`src/rtl/gpio_mux_pkg.sv`:
```
package gpio_mux_pkg;

    localparam int N_PINS = 32;
    localparam int ADDR_W = 4;
    localparam int SYNC_STAGES = 2;

    // word addresses of the register port
    localparam logic [ADDR_W-1:0] A_PIN_IN   = 4'd0;
    localparam logic [ADDR_W-1:0] A_DOUT     = 4'd1;
    localparam logic [ADDR_W-1:0] A_DOUT_SET = 4'd2;
    localparam logic [ADDR_W-1:0] A_DOUT_CLR = 4'd3;
    localparam logic [ADDR_W-1:0] A_DIR      = 4'd4;
    localparam logic [ADDR_W-1:0] A_DIR_SET  = 4'd5;
    localparam logic [ADDR_W-1:0] A_DIR_CLR  = 4'd6;
    localparam logic [ADDR_W-1:0] A_PDIS     = 4'd7;
    localparam logic [ADDR_W-1:0] A_SEL_A    = 4'd8;
    localparam logic [ADDR_W-1:0] A_SEL_B    = 4'd9;
    localparam logic [ADDR_W-1:0] A_SLEEP    = 4'd10;

    typedef enum logic [1:0] {
        FN_GPIO = 2'd0,
        FN_A    = 2'd1,
        FN_B    = 2'd2,
        FN_C    = 2'd3
    } pin_fn_e;

    typedef struct packed {
        logic [N_PINS-1:0] dout;
        logic [N_PINS-1:0] dir;
        logic [N_PINS-1:0] pdis;
        logic [N_PINS-1:0] sel_a;
        logic [N_PINS-1:0] sel_b;
        logic [N_PINS-1:0] sleep;
    } bank_cfg_t;

    function automatic pin_fn_e fn_decode(input logic a, input logic b);
        return pin_fn_e'({b, a});
    endfunction

endpackage

```
`src/rtl/gpio_in_sync.sv`:
```
module gpio_in_sync
    import gpio_mux_pkg::*;
(
    input  logic              clk,
    input  logic              rst,
    input  logic [N_PINS-1:0] d,
    output logic [N_PINS-1:0] q
);
    logic [N_PINS-1:0] stage [SYNC_STAGES];

    always_ff @(posedge clk) begin
        if (rst) begin
            for (int s = 0; s < SYNC_STAGES; s++) stage[s] <= '0;
        end else begin
            stage[0] <= d;
            for (int s = 1; s < SYNC_STAGES; s++) stage[s] <= stage[s-1];
        end
    end

    assign q = stage[SYNC_STAGES-1];

    // the read word lags the pad by exactly two edges
    p_sync_two_r6: assert property (@(posedge clk) disable iff (rst)
        (!$past(rst) && !$past(rst, 2)) |-> (q == $past(d, 2)));

endmodule

```
`src/rtl/gpio_regfile.sv`:
```
module gpio_regfile
    import gpio_mux_pkg::*;
(
    input  logic              clk,
    input  logic              rst,
    input  logic              wr,
    input  logic [ADDR_W-1:0] addr,
    input  logic [N_PINS-1:0] wdata,
    input  logic [N_PINS-1:0] sync_in,
    output bank_cfg_t         cfg,
    output logic [N_PINS-1:0] rdata
);
    always_ff @(posedge clk) begin
        if (rst) begin
            cfg       <= '0;
            cfg.sleep <= '1;
        end else if (wr) begin
            case (addr)
                A_DOUT:     cfg.dout  <= wdata;
                A_DOUT_SET: cfg.dout  <= cfg.dout | wdata;
                A_DOUT_CLR: cfg.dout  <= cfg.dout & ~wdata;
                A_DIR:      cfg.dir   <= wdata;
                A_DIR_SET:  cfg.dir   <= cfg.dir | wdata;
                A_DIR_CLR:  cfg.dir   <= cfg.dir & ~wdata;
                A_PDIS:     cfg.pdis  <= wdata;
                A_SEL_A:    cfg.sel_a <= wdata;
                A_SEL_B:    cfg.sel_b <= wdata;
                A_SLEEP:    cfg.sleep <= wdata;
                default:    ;
            endcase
        end
    end

    always_comb begin
        case (addr)
            A_PIN_IN:                      rdata = sync_in;
            A_DOUT, A_DOUT_SET, A_DOUT_CLR: rdata = cfg.dout;
            A_DIR, A_DIR_SET, A_DIR_CLR:    rdata = cfg.dir;
            A_PDIS:                        rdata = cfg.pdis;
            A_SEL_A:                       rdata = cfg.sel_a;
            A_SEL_B:                       rdata = cfg.sel_b;
            A_SLEEP:                       rdata = cfg.sleep;
            default:                       rdata = '0;
        endcase
    end

    // set alias raises written ones and keeps the other bits
    p_dout_set_r2: assert property (@(posedge clk) disable iff (rst)
        (wr && addr == A_DOUT_SET) |=>
        ((cfg.dout & $past(wdata)) == $past(wdata)) &&
        ((cfg.dout & ~$past(wdata)) == ($past(cfg.dout) & ~$past(wdata))));

    // clear alias drops written ones and keeps the other bits
    p_dout_clr_r2: assert property (@(posedge clk) disable iff (rst)
        (wr && addr == A_DOUT_CLR) |=>
        ((cfg.dout & $past(wdata)) == '0) &&
        ((cfg.dout & ~$past(wdata)) == ($past(cfg.dout) & ~$past(wdata))));

    // direction aliases never touch the output-level bitmap
    p_dir_alias_r3: assert property (@(posedge clk) disable iff (rst)
        (wr && (addr == A_DIR_SET || addr == A_DIR_CLR)) |=> $stable(cfg.dout));

    // unmapped words store nothing
    p_unmapped_r9: assert property (@(posedge clk) disable iff (rst)
        (wr && addr > A_SLEEP) |=> $stable(cfg));

endmodule

```
`src/rtl/gpio_pin_mux.sv`:
```
module gpio_pin_mux
    import gpio_mux_pkg::*;
(
    input  bank_cfg_t         cfg,
    input  logic              force_in,
    input  logic [N_PINS-1:0] fa_out,
    input  logic [N_PINS-1:0] fa_oe,
    input  logic [N_PINS-1:0] fb_out,
    input  logic [N_PINS-1:0] fb_oe,
    input  logic [N_PINS-1:0] fc_out,
    input  logic [N_PINS-1:0] fc_oe,
    output logic [N_PINS-1:0] pin_out,
    output logic [N_PINS-1:0] pin_oe,
    output logic [N_PINS-1:0] pull_en,
    output logic [N_PINS-1:0] pull_up,
    output logic [N_PINS-1:0] wake_en
);
    for (genvar i = 0; i < N_PINS; i++) begin : g_pin
        logic    forced;
        pin_fn_e fn;

        assign forced = force_in & ~cfg.sleep[i];
        assign fn     = forced ? FN_GPIO : fn_decode(cfg.sel_a[i], cfg.sel_b[i]);

        always_comb begin
            case (fn)
                FN_A:    begin pin_oe[i] = fa_oe[i];   pin_out[i] = fa_out[i];   end
                FN_B:    begin pin_oe[i] = fb_oe[i];   pin_out[i] = fb_out[i];   end
                FN_C:    begin pin_oe[i] = fc_oe[i];   pin_out[i] = fc_out[i];   end
                default: begin pin_oe[i] = cfg.dir[i]; pin_out[i] = cfg.dout[i]; end
            endcase
        end

        assign pull_en[i] = ~cfg.pdis[i];
        assign pull_up[i] = cfg.dout[i];
        assign wake_en[i] = forced;
    end

endmodule

```
`src/rtl/gpio_mux_bank.sv`:
```
module gpio_mux_bank
    import gpio_mux_pkg::*;
(
    input  logic              clk,
    input  logic              rst,
    input  logic              reg_wr,
    input  logic [ADDR_W-1:0] reg_addr,
    input  logic [N_PINS-1:0] reg_wdata,
    output logic [N_PINS-1:0] reg_rdata,
    input  logic [N_PINS-1:0] pin_in,
    input  logic              sleep_force,
    input  logic [N_PINS-1:0] fa_out,
    input  logic [N_PINS-1:0] fa_oe,
    input  logic [N_PINS-1:0] fb_out,
    input  logic [N_PINS-1:0] fb_oe,
    input  logic [N_PINS-1:0] fc_out,
    input  logic [N_PINS-1:0] fc_oe,
    output logic [N_PINS-1:0] pin_out,
    output logic [N_PINS-1:0] pin_oe,
    output logic [N_PINS-1:0] pull_en,
    output logic [N_PINS-1:0] pull_up,
    output logic [N_PINS-1:0] wake_en
);
    logic [N_PINS-1:0] sync_in;
    bank_cfg_t         cfg;

    gpio_in_sync u_sync (
        .clk (clk),
        .rst (rst),
        .d   (pin_in),
        .q   (sync_in)
    );

    gpio_regfile u_regs (
        .clk     (clk),
        .rst     (rst),
        .wr      (reg_wr),
        .addr    (reg_addr),
        .wdata   (reg_wdata),
        .sync_in (sync_in),
        .cfg     (cfg),
        .rdata   (reg_rdata)
    );

    gpio_pin_mux u_mux (
        .cfg      (cfg),
        .force_in (sleep_force),
        .fa_out   (fa_out),
        .fa_oe    (fa_oe),
        .fb_out   (fb_out),
        .fb_oe    (fb_oe),
        .fc_out   (fc_out),
        .fc_oe    (fc_oe),
        .pin_out  (pin_out),
        .pin_oe   (pin_oe),
        .pull_en  (pull_en),
        .pull_up  (pull_up),
        .wake_en  (wake_en)
    );

    // a forced pin shows its GPIO enable and value
    p_force_gpio_r7: assert property (@(posedge clk) disable iff (rst)
        sleep_force |-> ((((pin_oe ^ cfg.dir) | (pin_out ^ cfg.dout)) & ~cfg.sleep) == '0));

    // no wakeup without the force input
    p_no_wake_r8: assert property (@(posedge clk) disable iff (rst)
        !sleep_force |-> (wake_en == '0));

    // unselected pins carry their own GPIO value
    p_gpio_out_r4: assert property (@(posedge clk) disable iff (rst)
        (((pin_out ^ cfg.dout) & ~(cfg.sel_a | cfg.sel_b)) == '0));

endmodule

```
`config.mk`:
```
export PLATFORM = sky130hd
export DESIGN_NAME = gpio_mux_bank
export DESIGN_NICKNAME = d
export VERILOG_FILES = /design/src/rtl/gpio_mux_pkg.sv /design/src/rtl/gpio_in_sync.sv /design/src/rtl/gpio_regfile.sv /design/src/rtl/gpio_pin_mux.sv /design/src/rtl/gpio_mux_bank.sv
export SDC_FILE = /design/constraint.sdc
export NUM_CORES = 1
export LEC_CHECK = 0
export BUFFER_PORTS_ARGS = -buffer_cell sky130_fd_sc_hd__buf_2
export CAP_MARGIN = 20
export CORE_ASPECT_RATIO = 1.1
export CORE_MARGIN = 8
export CORE_UTILIZATION = 50
export CTS_BUF_LIST = sky130_fd_sc_hd__clkbuf_2 sky130_fd_sc_hd__clkbuf_4 sky130_fd_sc_hd__clkbuf_8
export DETAILED_ROUTE_END_ITERATION = 6
export GPL_ROUTABILITY_DRIVEN = 0
export MAX_ROUTING_LAYER = met4
export PLACE_DENSITY = 0.75
export SLEW_MARGIN = 0
export SYNTH_ARGS = -nofsm -noshare
export SYNTH_HDL_FRONTEND = slang
export SYNTH_HIERARCHICAL = 1
export SYNTH_SLANG_ARGS = --single-unit
```
`constraint.sdc`:
```
create_clock -name clk -period 1.9 [get_ports clk]
set_input_delay 0.38 -clock clk [delete_from_list [all_inputs] [get_ports clk]]
set_output_delay 0.38 -clock clk [all_outputs]
set_load 0.01 [all_outputs]
```
==> summary.txt <==
Power and ir drop
  • Peak ir drop on the vdd network: 0.4584 mV
  • Post-route total power: 12.92 mW
  • Combinational share of power: 16.8%
  • Clock group share of total power: 39.9%
  • Net Sw Power: 3.514 mW
  • Total power per unit cell area: 605.8 nW/µm²
  • Leakage dissipation: 9.266 nW
  • Switching power share of the total: 27.19%
  • Internal Dissipation: 9.409 mW
  • Part of the power in registers: 43.3%

Route
  • Drt first pass iters: 7
  • Via/cell ratio: 6.143
  • Routed length per instance: 23.49 µm
  • Initial DRC Count: 1993
  • Vias: 17042
  • Drc violations: 3
  • Detailed Route WL: 65.15 mm
  • Antenna-violating nets left: 0

Status
  • Violated checks: DRC, setup timing
  • Outcome: finished with violations

Global route
  • Pin count of the biggest net entering global routing: 78
  • Top Usage Layer GRT: met2
  • Total routing resource utilization after global routing: 33.94%
  • Met3 track demand over resource in global routing: 7.600%
  • Number of antenna violations at the first check in global routing: 4
  • Global-route wire length before repair: 94.74 mm
  • Vias in the first global route: 16970
  • GR Overflow Total: 0
  • Met1 global-route usage: 39.36%
  • Met2 demand-to-capacity share in global routing: 54.04%

Worst setup path
  • Element type at the critical path end: primary output
  • Critical Path Source: reg_addr[0]
  • Ordered list of cells on the worst path: buf_12 -> buf_12 -> nor2b_4 -> buf_12 -> a22o_1 -> a222oi_1 -> o21ai_1 -> buf_2
  • Slowest library cell on the worst path: sky130_fd_sc_hd__a222oi_1
  • Largest delay contributor family on the critical path: compound AO/OA/AOI/OAI gates
  • Worst EP required: 1.52 ns
  • Cell type with the highest occurrence count on the critical path: sky130_fd_sc_hd__buf_12
  • Critical path type: in2out
  • Critical Path Source Type: input pin
  • Delay of the slowest cell on the worst path: 0.33 ns
  • Largest driver fanout on the critical path: 7
  • Buffer and inverter count on the worst path: 4
  • Launch point of the worst reg-to-reg path: u_regs/cfg[133]
  • Arrival time reported for the critical path endpoint: 1.89 ns

CTS
  • Number of sinks on the clock net: 256
  • Clock tree from TritonCTS: done
  • Root buffer selected by CTS: sky130_fd_sc_hd__clkbuf_8
  • Count of H-tree levels built during CTS: 2
  • Clock latency on the worst-skew pair: 0.55 ns
  • Buffer depth of the longest clock path: 3
  • Register clock-pin slew on the reported worst setup and hold paths: 0.06 ns
  • Number of buffers created by CTS: 43

Floorplanning
  • Number of top-level design ports: 456
  • Starting utilization of the core area: 50.17%
  • Core region area: 30180 µm²
  • Overall die height: 198.5 µm
  • DIE AREA: 36110 µm²
  • Die extent in x: 181.9 µm
  • Number of rows in the core area: 67

Logic synthesis
  • Share of Yosys cell area claimed by the top area cell type: 33.85%
  • Gate count after technology mapping: 1883
  • Count of synthesis-stage warnings from yosys: 6
  • Post-synthesis sequential element count: 256
  • Most area-hungry cell type in the Yosys netlist: sky130_fd_sc_hd__dfxtp_1
  • Share of synthesized area occupied by flip-flops and latches: 33.85%
  • Area contributors post-synth: sky130_fd_sc_hd__dfxtp_1, sky130_fd_sc_hd__nand2_1, sky130_fd_sc_hd__a22oi_1
  • Share of flip-flops with an asynchronous set or reset after synthesis: 0%
  • Synth Flop Type: sky130_fd_sc_hd__dfxtp_1
  • Cell area after synthesis: 15140 µm²
  • Mean instance size in the synthesized netlist: 8.041 µm²
  • Syn_nets: 2147
  • Count of flip-flops with a built-in enable after synthesis: 0
  • Netlist cell types: 52

Timing
  • Number of max-slew violations in the final report: 0
  • Highest achievable clock rate: 440.0 MHz
  • Final number of setup-violating endpoints: 95
  • Unrepaired setup endpoints after global routing: true
  • Share of the cycle needed by the critical path after routing: 119.6%
  • Post-layout min period: 2.273 ns
  • Total Negative Setup Slacks: -12.85 ns
  • Tightest Pin Transition: 0.4422 ns
  • Worst-case setup margin in the final layout: -0.3728 ns
  • Setup Skew: 0.02563 ns
  • Hold Worst Slack: 0.03768 ns
  • Worst rel slew slack: 70.32%
  • Final number of hold-violating endpoints: 0

Final layout
  • Net count, final: 2626
  • Synth-to-Final Area Change: 40.90%
  • Layout cell share with drive strength beyond 1: 47.62%
  • Post-route cell area: 21330 µm²

Placed design
  • Count of port buffers added during placement: 455
  • Worst slack after detailed placement: -0.4484 ns
  • Post-DP HPWL: 45.30 mm
  • Total placed instance area: 18170 µm²

Job
  • Maximum capacitance violations: 0

Min path
  • Critical hold path startpoint: pin_in[21]
  • Worst hold-check path type: in2reg
-- what timing repair did --
action                                  CTS  global route
cloned                                    2             2
hold buffers                              0             0
gates resized for setup                 326            92
setup buffers                            67            23
endpoints found under the setup margin   98            96
pin swaps                               108            86
-- layout make-up --
class	count	area (µm²)
inverter	93	349.1
fill	2235	8846
antenna	5	12.51
clock inverter	9	70.07
sequential	256	5368
clock buffer	64	824.5
timing repair buffer	716	5305
tap	379	474.2
multi-input combinational	1252	8930
-- routing by layer --
metal | vias to the layer above | part of all wire (%)
met2 | 1216 | 47
met3 | 264 | 11
met5 | - | 0
li1 | 7563 | -
met1 | 7999 | 37
met4 | 0 | 5.3
-- layout by cell type (no fill, tap or decap), types with 50 or more instances in the layout --
master,n
sky130_fd_sc_hd__buf_2,435
sky130_fd_sc_hd__nand2_1,297
sky130_fd_sc_hd__dfxtp_1,162
sky130_fd_sc_hd__buf_4,146
sky130_fd_sc_hd__a21oi_1,96
sky130_fd_sc_hd__inv_1,83
sky130_fd_sc_hd__buf_6,79
sky130_fd_sc_hd__a22oi_1,70
sky130_fd_sc_hd__mux2i_1,65
sky130_fd_sc_hd__nor2b_2,64
sky130_fd_sc_hd__clkbuf_8,56
sky130_fd_sc_hd__dfxtp_4,50
-- final timing paths --
check	slack, ns	cells past startpoint	endpoint
worst min-delay path	0.04	2	u_sync/stage[0][21]
worst max-delay path	-0.37	8	reg_rdata[0]
worst max register to register	0.94	3	u_regs/cfg[133]
worst min register to register	0.44	1	u_sync/stage[0][50]
-- power groups by stage --
| stage | sequential (mW) | clock, mW | combinational, mW |
|---|---|---|---|
| after floorplan | 5.69 | 0 | 0.982 |
| after global placement | 5.75 | 0 | 1.77 |
| after detailed placement | 5.76 | 0 | 1.81 |
| after CTS | 5.59 | 5.16 | 2.02 |
| after global routing | 5.60 | 5.44 | 2.28 |
| final | 5.59 | 5.16 | 2.18 |
-- sequential cells by signal, indices dropped and copies added (netlist names) --
name,flops
u_sync/stage,64
u_regs/cfg,192
-- logic make-up (layout without fill, tap and decap cells) --
family          Yosys count  in the layout  share of synthesized area [%]
simple gates            624            624                          21.46
compound gates          535            535                          25.54
buf+inv                 375            882                          12.80
flops                   256            256                          33.85
mux                      93             93                          6.355
other cells               0              5                              0
-- cells in the mapped netlist, types with 24 or more instances --
cell type and instances:
sky130_fd_sc_hd__a211o_1 38, sky130_fd_sc_hd__a211oi_1 31, sky130_fd_sc_hd__a21oi_1 96, sky130_fd_sc_hd__a22o_1 34, sky130_fd_sc_hd__a22oi_1 110, sky130_fd_sc_hd__a31oi_1 30, sky130_fd_sc_hd__a32o_1 33, sky130_fd_sc_hd__buf_2 58
sky130_fd_sc_hd__buf_4 101, sky130_fd_sc_hd__clkbuf_1 109, sky130_fd_sc_hd__dfxtp_1 256, sky130_fd_sc_hd__inv_1 88, sky130_fd_sc_hd__mux2_2 24, sky130_fd_sc_hd__mux2i_1 68, sky130_fd_sc_hd__nand2_1 300, sky130_fd_sc_hd__nand2b_1 57
sky130_fd_sc_hd__nand3_1 50, sky130_fd_sc_hd__nor2_1 43, sky130_fd_sc_hd__nor2b_1 34, sky130_fd_sc_hd__nor2b_2 60, sky130_fd_sc_hd__nor3b_1 40, sky130_fd_sc_hd__o21ai_0 37, sky130_fd_sc_hd__o22ai_1 48
-- worst register-to-register path, stage by stage, from the launching register on --
cell,delay [ns]
sky130_fd_sc_hd__dfxtp_2,0.35
sky130_fd_sc_hd__buf_4,0.14
sky130_fd_sc_hd__a22oi_1,0.08
sky130_fd_sc_hd__a211oi_1,0.28
-- per-stage QoR --
stage / instances / utilization (%)
after floorplan: 1883 / -
after global placement: 2607 / 60.21
after detailed placement: 2607 / 60.21
after CTS: 2748 / 68.55
after global routing: 2773 / 70.68
final: 2774 / 70.69
No activity file was read; power rests on OpenSTA's default activity.
